### config.mk
export PLATFORM = sky130hd
export DESIGN_NAME = sleepPowerCtl
export DESIGN_NICKNAME = d
export VERILOG_FILES = /design/src/rtl/sleep_pkg.sv /design/src/rtl/sleep_dp.sv /design/src/rtl/sleep_ctrl.sv /design/src/rtl/sleepPowerCtl.sv
export SDC_FILE = /design/constraint.sdc
export NUM_CORES = 1
export LEC_CHECK = 0
export ABC_AREA = 0
export BUFFER_PORTS_ARGS = -buffer_cell sky130_fd_sc_hd__buf_2
export CAP_MARGIN = 20
export CORE_MARGIN = 2
export CORE_UTILIZATION = 48
export CTS_CLUSTER_DIAMETER = 50
export DETAILED_ROUTE_END_ITERATION = 6
export PLACE_DENSITY_LB_ADDON = 0.25
export SETUP_SLACK_MARGIN = 0.4
export SYNTH_ARGS = -nofsm -noshare
export SYNTH_HDL_FRONTEND = slang
export SYNTH_SLANG_ARGS = --single-unit
### constraint.sdc
create_clock -name clk -period 2 [get_ports clk]
set_input_delay 0.2 -clock clk [delete_from_list [all_inputs] [get_ports clk]]
set_output_delay 0.2 -clock clk [all_outputs]
set_load 0.02 [all_outputs]
### src/rtl/sleep_pkg.sv
package sleep_pkg;

  typedef enum logic [1:0] {
    ST_RUN     = 2'd0,
    ST_SLEEP   = 2'd1,
    ST_STARTUP = 2'd2,
    ST_HALT    = 2'd3
  } pwrState_t;

  localparam logic [2:0] MODE_IDLE    = 3'b000;
  localparam logic [2:0] MODE_NOISE   = 3'b001;
  localparam logic [2:0] MODE_DEEP    = 3'b010;
  localparam logic [2:0] MODE_STANDBY = 3'b110;

  // strobes from control to datapath
  typedef struct packed {
    logic captureMode;
    logic loadStartup;
    logic loadHalt;
    logic countDown;
  } ctrlStrobe_t;

  function automatic logic isSupportedMode(input logic [2:0] m);
    return (m == MODE_IDLE) || (m == MODE_NOISE) ||
           (m == MODE_DEEP) || (m == MODE_STANDBY);
  endfunction

endpackage

### src/rtl/sleep_dp.sv
module sleep_dp
  import sleep_pkg::*;
#(
  parameter int STARTUP_CYCLES = 16,
  parameter int HALT_CYCLES    = 4
) (
  input  logic        clk,
  input  logic        rstN,
  input  logic        regWrEn,
  input  logic [7:0]  regWrData,
  output logic [7:0]  regRdData,
  input  ctrlStrobe_t strobe,
  input  pwrState_t   curState,
  output logic        armBit,
  output logic        reqSupported,
  output logic        modeIsDeep,
  output logic        cntZero,
  output logic [4:0]  clkEnables
);
  localparam int MAX_CNT = (STARTUP_CYCLES > HALT_CYCLES) ? STARTUP_CYCLES : HALT_CYCLES;
  localparam int CNT_W   = $clog2(MAX_CNT + 1);
  localparam logic [CNT_W-1:0] STARTUP_LOAD = CNT_W'((STARTUP_CYCLES > 0) ? STARTUP_CYCLES - 1 : 0);
  localparam logic [CNT_W-1:0] HALT_LOAD    = CNT_W'((HALT_CYCLES > 0) ? HALT_CYCLES - 1 : 0);
  localparam logic [7:0] WR_MASK = 8'h0F;

  logic [7:0]       ctrlQ;
  logic [2:0]       modeQ;
  logic [CNT_W-1:0] cntQ;

  always_ff @(posedge clk or negedge rstN) begin
    if (!rstN) ctrlQ <= '0;
    else if (regWrEn) ctrlQ <= regWrData & WR_MASK;
  end

  always_ff @(posedge clk or negedge rstN) begin
    if (!rstN) modeQ <= MODE_IDLE;
    else if (strobe.captureMode) modeQ <= ctrlQ[3:1];
  end

  always_ff @(posedge clk or negedge rstN) begin
    if (!rstN) cntQ <= '0;
    else if (strobe.loadStartup) cntQ <= STARTUP_LOAD;
    else if (strobe.loadHalt) cntQ <= HALT_LOAD;
    else if (strobe.countDown && cntQ != '0) cntQ <= cntQ - 1'b1;
  end

  assign regRdData    = ctrlQ;
  assign armBit       = ctrlQ[0];
  assign reqSupported = isSupportedMode(ctrlQ[3:1]);
  assign modeIsDeep   = (modeQ == MODE_DEEP);
  assign cntZero      = (cntQ == '0);

  // clkEnables = {cpu, io, adc, async, osc}
  always_comb begin
    unique case (curState)
      ST_SLEEP: begin
        unique case (modeQ)
          MODE_IDLE:    clkEnables = 5'b01111;
          MODE_NOISE:   clkEnables = 5'b00111;
          MODE_STANDBY: clkEnables = 5'b00001;
          default:      clkEnables = 5'b00000;
        endcase
      end
      ST_STARTUP: clkEnables = 5'b00001;
      default:    clkEnables = 5'b11111;
    endcase
  end

endmodule

### src/rtl/sleep_ctrl.sv
module sleep_ctrl
  import sleep_pkg::*;
#(
  parameter int STARTUP_CYCLES = 16
) (
  input  logic        clk,
  input  logic        rstN,
  input  logic        sleepStrobe,
  input  logic        wakeIrq,
  input  logic        armBit,
  input  logic        reqSupported,
  input  logic        modeIsDeep,
  input  logic        cntZero,
  output ctrlStrobe_t strobe,
  output pwrState_t   curState,
  output logic        resumeIrq
);
  localparam bit USE_STARTUP = (STARTUP_CYCLES > 0);

  pwrState_t stateQ, stateD;
  logic      resumeD;

  always_comb begin
    stateD  = stateQ;
    strobe  = '0;
    resumeD = 1'b0;
    unique case (stateQ)
      ST_RUN: begin
        if (sleepStrobe && armBit && reqSupported) begin
          strobe.captureMode = 1'b1;
          stateD = ST_SLEEP;
        end
      end
      ST_SLEEP: begin
        if (wakeIrq) begin
          if (modeIsDeep && USE_STARTUP) begin
            strobe.loadStartup = 1'b1;
            stateD = ST_STARTUP;
          end else begin
            strobe.loadHalt = 1'b1;
            stateD = ST_HALT;
          end
        end
      end
      ST_STARTUP: begin
        strobe.countDown = 1'b1;
        if (cntZero) begin
          strobe.loadHalt = 1'b1;
          stateD = ST_HALT;
        end
      end
      ST_HALT: begin
        strobe.countDown = 1'b1;
        if (cntZero) begin
          stateD  = ST_RUN;
          resumeD = 1'b1;
        end
      end
      default: stateD = ST_RUN;
    endcase
  end

  always_ff @(posedge clk or negedge rstN) begin
    if (!rstN) begin
      stateQ    <= ST_RUN;
      resumeIrq <= 1'b0;
    end else begin
      stateQ    <= stateD;
      resumeIrq <= resumeD;
    end
  end

  assign curState = stateQ;

endmodule

### src/rtl/sleepPowerCtl.sv
module sleepPowerCtl
  import sleep_pkg::*;
#(
  parameter int STARTUP_CYCLES = 16,
  parameter int HALT_CYCLES    = 4
) (
  input  logic       clk,
  input  logic       rstN,
  input  logic       regWrEn,
  input  logic [7:0] regWrData,
  output logic [7:0] regRdData,
  input  logic       sleepStrobe,
  input  logic       wakeIrq,
  output logic       cpuClkEn,
  output logic       ioClkEn,
  output logic       adcClkEn,
  output logic       asyncClkEn,
  output logic       oscEn,
  output logic       coreHalt,
  output logic       resumeIrq,
  output logic [1:0] pwrState
);
  ctrlStrobe_t strobe;
  pwrState_t   curState;
  logic        armBit, reqSupported, modeIsDeep, cntZero;
  logic [4:0]  clkEnables;

  sleep_ctrl #(.STARTUP_CYCLES(STARTUP_CYCLES)) u_ctrl (
    .clk(clk), .rstN(rstN), .sleepStrobe(sleepStrobe), .wakeIrq(wakeIrq),
    .armBit(armBit), .reqSupported(reqSupported), .modeIsDeep(modeIsDeep),
    .cntZero(cntZero), .strobe(strobe), .curState(curState), .resumeIrq(resumeIrq)
  );

  sleep_dp #(.STARTUP_CYCLES(STARTUP_CYCLES), .HALT_CYCLES(HALT_CYCLES)) u_dp (
    .clk(clk), .rstN(rstN), .regWrEn(regWrEn), .regWrData(regWrData),
    .regRdData(regRdData), .strobe(strobe), .curState(curState),
    .armBit(armBit), .reqSupported(reqSupported), .modeIsDeep(modeIsDeep),
    .cntZero(cntZero), .clkEnables(clkEnables)
  );

  assign {cpuClkEn, ioClkEn, adcClkEn, asyncClkEn, oscEn} = clkEnables;
  assign coreHalt = (curState != ST_RUN);
  assign pwrState = curState;

endmodule

==> impl_metrics.tcl, run 1 <==
set metrics [dict create \
    required_ps 2180 \
    unrepaired_setup_endpoints_after_global_routing "yes" \
    synth.distinct_cells 33 \
    clock_tree_from_tritoncts "built" \
    critPathMaxStageDelay_ps 430 \
    insertion_delay_ps 280 \
    post_synth_main_area_contributors "sky130_fd_sc_hd__dfrtp_1 (43%), sky130_fd_sc_hd__ha_1 (7.2%), sky130_fd_sc_hd__buf_4 (5.2%), sky130_fd_sc_hd__mux2_2 (5.2%), sky130_fd_sc_hd__mux2_1 (3.9%)" \
    outcome "finished clean" \
    synth_seq_area_share_pct 43.48 \
    grt_pass1_vias 602 \
    yosys_warnings 0 \
    detailed_place_hpwl_mm 1.229 \
    cts_sinks 15 \
    worst_hold_path.endpoint "u_dp.regRdData[2]$_DFFE_PN0P_" \
    wl_per_cell_um 12.44 \
    crit-reg2reg-capture "u_dp.cntQ[1]$_DFFE_PN0P_" \
    post_synthesis_cell_type_with_the_largest_combined_area "sky130_fd_sc_hd__dfrtp_1" \
    hold_startpoint "regWrData[2]" \
    route.detailed.vias_per_inst 5.118 \
    post_synth_instance_area_um2 863.3 \
    placeableCoreArea_mm2 0.001708 \
    yosys-top-cells-count "sky130_fd_sc_hd__dfrtp_1 (15), sky130_fd_sc_hd__buf_4 (6), sky130_fd_sc_hd__inv_1 (6), sky130_fd_sc_hd__ha_1 (5)" \
    cts_htree_levels 1 \
    antenna_violating_nets_post_route 0 \
    critical_path_peak_fanout 7 \
    cp.buffers_inverters 2 \
    grt_usage_pct 18.41 \
    row_count 15 \
    num_antenna_cells 0 \
    port_buffers 21 \
    drv_slew 0 \
    vias_after_detailed_routing 696 \
    synthToLayoutAreaGrowth_pct 30.87 \
    power.leakage_nw 0.5292 \
    worst_hold_path_type "input pin to flop" \
    rr_worst_depth 7 \
    number_of_placed_instances_with_taps_included 125 \
    synth_top_cell_area_share_pct 43.48 \
    slowest_stage "sky130_fd_sc_hd__dfrtp_2" \
    timing.reg2reg.setup_slack_ps 410 \
    postSynthCellCount 82 \
    ys_async_sr_fraction_pct 100.0 \
    detail_route.drc_violations 0 \
    ctsRootBufferMaster "sky130_fd_sc_hd__clkbuf_4" \
    grt_start_max_net_pins 16 \
    final_setup_violation_count 0 \
    layout-drive-gt1-share_pct 45.95 \
    number_of_flip_flops_and_latches_in_the_synthesized_netlist 15 \
    path_cells "inv_2 -> ha_4 -> nor2_1 -> nor2_4 -> buf_4 -> mux2i_1 -> or2_1" \
    clock-skew-final_ps 0.7335 \
    criticalPathCategory "flop to flop" \
    die_h_um 46.41 \
    final_hold_viol_count 0 \
    design.final.nets 130 \
    die_w_um 46.41 \
    initial_utilization_pct 50.55 \
    global_route.overflow_total 0 \
    global_route_wire_length_before_repair_mm 2.718 \
    fin_crit_sh_pct 79.41 \
    critical_path.reg2reg.startpoint "u_ctrl.curState[0]$_DFFE_PN0P_" \
    pin_count 30 \
    gp_routability_congestion 0.8301 \
    timing.critical_path.max_delay_family "simple AND/OR/NAND/NOR gates" \
    fmax_mhz 629.6 \
    top_count_cell_post_synth "sky130_fd_sc_hd__dfrtp_1" \
    synth_top_flop_cell "sky130_fd_sc_hd__dfrtp_1" \
    finalWirelength_mm 1.692 \
    timing.critical_path.to_type "flop" \
    grt_antenna_before_repair 0 \
    clk_transition_reported_paths_ps 90 \
    clock_tree.buffer_depth 2 \
    number_of_synthesized_flops_with_an_enable_pin 0 \
    dieArea_mm2 0.002154 \
    final_cells 136 \
    worst_ep_arrival_time_ps 1770 \
    drt_first_iter_violations 15 \
    final.setup.tns_ps 0 \
    power_per_standard_cell_area_mw_per_mm2 1741 \
    postSynthAreaPerCell_um2 10.53 \
    worst_setup_start_kind "flop" \
    power.ir.vdd_worst_uv 849.7 \
    cap_violations 0 \
    min_delay_path_depth 2 \
    first_pass_iters 4 \
    post-route-min-period_ps 1588 \
    numCtsBuffers 3 \
]
## per-layer routing
layer	global-route usage [%]	up-vias	routed length [um]
met4	10.29	0	12
li1	-	335	-
met2	28.89	21	801
met5	0	-	0
met1	24.26	338	797
met3	2.353	2	80
## power breakdown
group          total [W]  internal (W)  switching (W)  leakage [nW]
clock           0.000174     0.0000743       0.000100        0.0177
sequential      0.000535      0.000414       0.000121         0.181
combinational    0.00126      0.000606       0.000651         0.331
total            0.00197       0.00109       0.000873         0.529
## layout by cell type (no fill, tap or decap), types with 3 or more instances in the layout
cell / count
sky130_fd_sc_hd__buf_2: 16
sky130_fd_sc_hd__buf_4: 8
sky130_fd_sc_hd__buf_6: 3
sky130_fd_sc_hd__clkbuf_4: 3
sky130_fd_sc_hd__conb_1: 4
sky130_fd_sc_hd__dfrtp_1: 13
sky130_fd_sc_hd__inv_1: 3
sky130_fd_sc_hd__inv_2: 4
sky130_fd_sc_hd__mux2_1: 3
sky130_fd_sc_hd__mux2_2: 4
sky130_fd_sc_hd__mux2i_1: 3
sky130_fd_sc_hd__nand2_1: 3
sky130_fd_sc_hd__nor2_1: 4
sky130_fd_sc_hd__o21ai_1: 3
## registers in the layout, summed over array words and instances (netlist names)
signal	flops
u_dp.cntQ	5
u_dp.regRdData	4
u_dp.modeQ	3
u_ctrl.curState	2
u_ctrl.resumeIrq	1
## layout make-up
type / instances / area [um2]
Fill cell: 126 / 578.1
Multi-Input combinational cell: 57 / 483.0
Sequential cell: 15 / 377.9
Timing Repair Buffer: 28 / 183.9
Tap cell: 25 / 31.28
Inverter: 7 / 26.28
Clock buffer: 3 / 22.52
Clock inverter: 1 / 5.005
## how the worst max path moves through the flow
stage	start	endpoint	slack (ps)	cells past startpoint
2_1_floorplan	u_ctrl.curState[0]$_DFFE_PN0P_	u_ctrl.curState[1]$_DFFE_PN0P_	440	6
3_3_place_gp	u_dp.cntQ[0]$_DFFE_PN0P_	u_ctrl.curState[1]$_DFFE_PN0P_	350	6
3_5_place_dp	u_dp.cntQ[0]$_DFFE_PN0P_	u_ctrl.curState[1]$_DFFE_PN0P_	320	6
4_1_cts	u_dp.cntQ[0]$_DFFE_PN0P_	u_ctrl.curState[1]$_DFFE_PN0P_	380	6
5_1_grt	u_dp.cntQ[0]$_DFFE_PN0P_	u_ctrl.curState[1]$_DFFE_PN0P_	320	6
6_report	u_ctrl.curState[0]$_DFFE_PN0P_	u_dp.cntQ[1]$_DFFE_PN0P_	410	7
## per-stage QoR
| stage | cell area [um2] | power, W | hold WS, ps | worst slack, ps | utilization (%) |
|---|---|---|---|---|---|
| 4_1_cts | 1042 | 0.001723 | 131.6 | 377.8 | 61.03 |
| 3_3_place_gp | 970.9 | 0.001448 | 120.2 | 350.2 | 56.85 |
| 6_report | 1130 | 0.001967 | 142.4 | 411.8 | 66.15 |
| 5_1_grt | 1130 | 0.002102 | 137.2 | 316.2 | 66.15 |
| 2_1_floorplan | 879.6 | 0.001247 | -95.59 | 436.6 | - |
| 3_5_place_dp | 970.9 | 0.001482 | 118.6 | 323.1 | 56.85 |
## worst register-to-register path, cell delays in order, from the launching register on
cell and delay (ps):
sky130_fd_sc_hd__dfrtp_2 430, sky130_fd_sc_hd__inv_2 80, sky130_fd_sc_hd__ha_4 190, sky130_fd_sc_hd__nor2_1 240, sky130_fd_sc_hd__nor2_4 80, sky130_fd_sc_hd__buf_4 150, sky130_fd_sc_hd__mux2i_1 100, sky130_fd_sc_hd__or2_1 220
## repair_timing
item                                    4_1_cts  5_1_grt
resized for setup                             7       15
hold endpoints to repair                     15        0
pin swaps                                     0        7
buffers inserted                              1        5
hold buffers                                  1        0
endpoints found under the setup margin        6       12
cloned                                        0        0
## logic make-up after synthesis
group	after synthesis	share of synthesized area, %
muxes	10	12.61
DFF	15	43.48
other	1	0.4344
and+or+nand+nor	22	15.65
xor gates and xnor gates	2	2.029
adders and majority gates	5	7.246
buffers and inverters	13	8.260
AOI/OAI and AO/OA	14	10.29
(Power assumes the default switching activity.)
==> run 2, diff against run 1 <==
==> constraint.sdc (replaced) <==
create_clock -name clk -period 1.6 [get_ports clk]
set_input_delay 0.16 -clock clk [delete_from_list [all_inputs] [get_ports clk]]
set_output_delay 0.16 -clock clk [all_outputs]
set_load 0.02 [all_outputs]
==> impl_metrics.tcl, run 2 (synthesized netlist as in run 1, its figures left out) <==
set metrics [dict create \
    layout-drive-gt1-share_pct 50.43 \
    gp_routability_congestion 0.7308 \
    power.leakage_nw 0.5602 \
    detailed_place_hpwl_mm 1.255 \
    clk_transition_reported_paths_ps 90 \
    largest_register_ffs 5 \
    port_buffers 21 \
    antenna_violating_nets_post_route 0 \
    worst_setup_start_kind "flop" \
    cp.buffers_inverters 3 \
    cts_sinks 15 \
    path_cells "inv_4 -> ha_4 -> buf_6 -> nand3b_1 -> buf_6" \
    power_per_standard_cell_area_mw_per_mm2 2212 \
    detail_route.drc_violations 0 \
    fill_cells 136 \
    worst_hold_path_type "input pin to flop" \
    finalWirelength_mm 1.815 \
    final_hold_viol_count 0 \
    final_common_cell "sky130_fd_sc_hd__buf_2" \
    critical-path-top-cell-by-count "sky130_fd_sc_hd__buf_6" \
    pwr-share-clk_pct 8.3 \
    share_comb_of_total_power_pct 66.4 \
    grt_pass1_vias 695 \
    pin_count 30 \
    internal_power_w 0.001492 \
    numCtsBuffers 3 \
    worst_ep_arrival_time_ps 1400 \
    unrepaired_setup_endpoints_after_global_routing "yes" \
    fin_crit_sh_pct 97.49 \
    grt_antenna_before_repair 0 \
    global_route.overflow_total 0 \
    required_ps 1440 \
    drt_first_iter_violations 17 \
    netSwitchingPower_w 0.001165 \
    initial_utilization_pct 50.55 \
    outcome "finished clean" \
    switching_share_pct 43.84 \
    final_setup_violation_count 0 \
    design.final.nets 134 \
    ctsRootBufferMaster "sky130_fd_sc_hd__clkbuf_4" \
    die_h_um 46.41 \
    drv_slew 0 \
    most_flops_register "u_dp.cntQ" \
    cap_violations 0 \
    final_core_utilization_pct 70.33 \
    die_w_um 46.41 \
    clock_tree.buffer_depth 2 \
    wl_per_cell_um 12.96 \
    final.setup.worst_slack_ps 40.16 \
    route.detailed.vias_per_inst 5.207 \
    cp.depth 5 \
    grt_start_max_net_pins 16 \
    fmax_mhz 641.1 \
    mostFrequentLayoutCells "sky130_fd_sc_hd__buf_2 (16), sky130_fd_sc_hd__dfrtp_1 (13), sky130_fd_sc_hd__buf_4 (9)" \
    timing.critical_path.max_delay_family "flip-flops" \
    critical_path_peak_fanout 5 \
    criticalPathCategory "flop to output pin" \
    first_pass_iters 4 \
    timing.critical_path.to_type "output pin" \
    dieArea_mm2 0.002154 \
    slowest_stage "sky130_fd_sc_hd__dfrtp_2" \
    global_route_wire_length_before_repair_mm 2.918 \
    synthToLayoutAreaGrowth_pct 39.13 \
    post-route-min-period_ps 1560 \
    power.share.sequential_pct 25.3 \
    min_delay_path_depth 2 \
    critPathMaxStageDelay_ps 440 \
    pre_cts_ws_ps 28.16 \
    num_antenna_cells 0 \
    vias_after_detailed_routing 729 \
    row_count 15 \
    insertion_delay_ps 290 \
    placeableCoreArea_mm2 0.001708 \
    cts_htree_levels 1 \
    clock_tree_from_tritoncts "built" \
    total_power_w 0.002657 \
    rr_worst_depth 7 \
    grt_usage_pct 19.55 \
    power.ir.vdd_worst_uv 1197 \
    clock-skew-final_ps 4.252 \
]
==> run 2: cell types whose count changed in the layout (fill, tap and decap cells not counted), sizes merged <==
cell	change
clkinv	-1
buf	+4
clkinvlp	+1
==> run 2: through the flow <==
step / instances / TNS (ps) / hold slack [ps] / instance area, um2
3_5_place_dp: 127 / 0 / 81.91 / 1007
6_report: 140 / 0 / 99.13 / 1201
4_1_cts: 138 / 0 / 91.89 / 1162
2_1_floorplan: 85 / 0 / -135.6 / 900.9
5_1_grt: 140 / -53.69 / 88.60 / 1201
3_3_place_gp: 127 / 0 / 83.25 / 1007
==> run 2: worst paths after layout <==
path                                                      from                              to  slack (ps)
worst max-delay path            u_ctrl.curState[0]$_DFFE_PN0P_                           oscEn          40
min in group asynchronous                                 rstN        u_dp.cntQ[2]$_DFFE_PN0P_         290
worst min-delay path                              regWrData[0]   u_dp.regRdData[0]$_DFFE_PN0P_         100
max in group asynchronous                                 rstN  u_ctrl.curState[0]$_DFFE_PN0P_        1040
worst max register to register        u_dp.cntQ[1]$_DFFE_PN0P_        u_dp.cntQ[4]$_DFFE_PN0P_          90
worst min register to register   u_dp.regRdData[3]$_DFFE_PN0P_       u_dp.modeQ[2]$_DFFE_PN0P_         560
==> run 2: area by class of cell <==
cell class                      count  area (um2)  share of cell area (%)
Multi-Input combinational cell     57       508.0                   42.29
Clock inverter                      1       7.507                  0.6250
Timing Repair Buffer               32       225.2                   18.75
Tap cell                           25       31.28                   2.604
Inverter                            7       28.78                   2.396
Sequential cell                    15       377.9                   31.46
Clock buffer                        3       22.52                   1.875
==> run 2: timing repair <==
item,in CTS,in global routing
setup buffers,6,2
endpoints found under the hold margin,15,0
gates resized for setup,19,8
pin swaps,5,5
hold buffers,1,0
endpoints found under the setup margin,17,17
==> run 2: per-layer routing <==
layer  wire, um  vias up  part of all wire [%]  global-route usage [%]
met1        724      345                    40                   22.30
met3        134        6                   7.4                   7.059
met4         23        0                   1.3                   5.143
met2        933       32                    51                   34.17
met5          0        -                     0                       0
li1           -      346                     -                       -
==> run 2: power groups by stage <==
stage | Sequential, W | Combinational (W) | Clock (W)
6_report | 0.000671 | 0.00176 | 0.000221
5_1_grt | 0.000686 | 0.00189 | 0.000251
4_1_cts | 0.000662 | 0.00163 | 0.000228
3_5_place_dp | 0.000653 | 0.00128 | 0
3_3_place_gp | 0.000647 | 0.00125 | 0
2_1_floorplan | 0.000672 | 0.000949 | 0
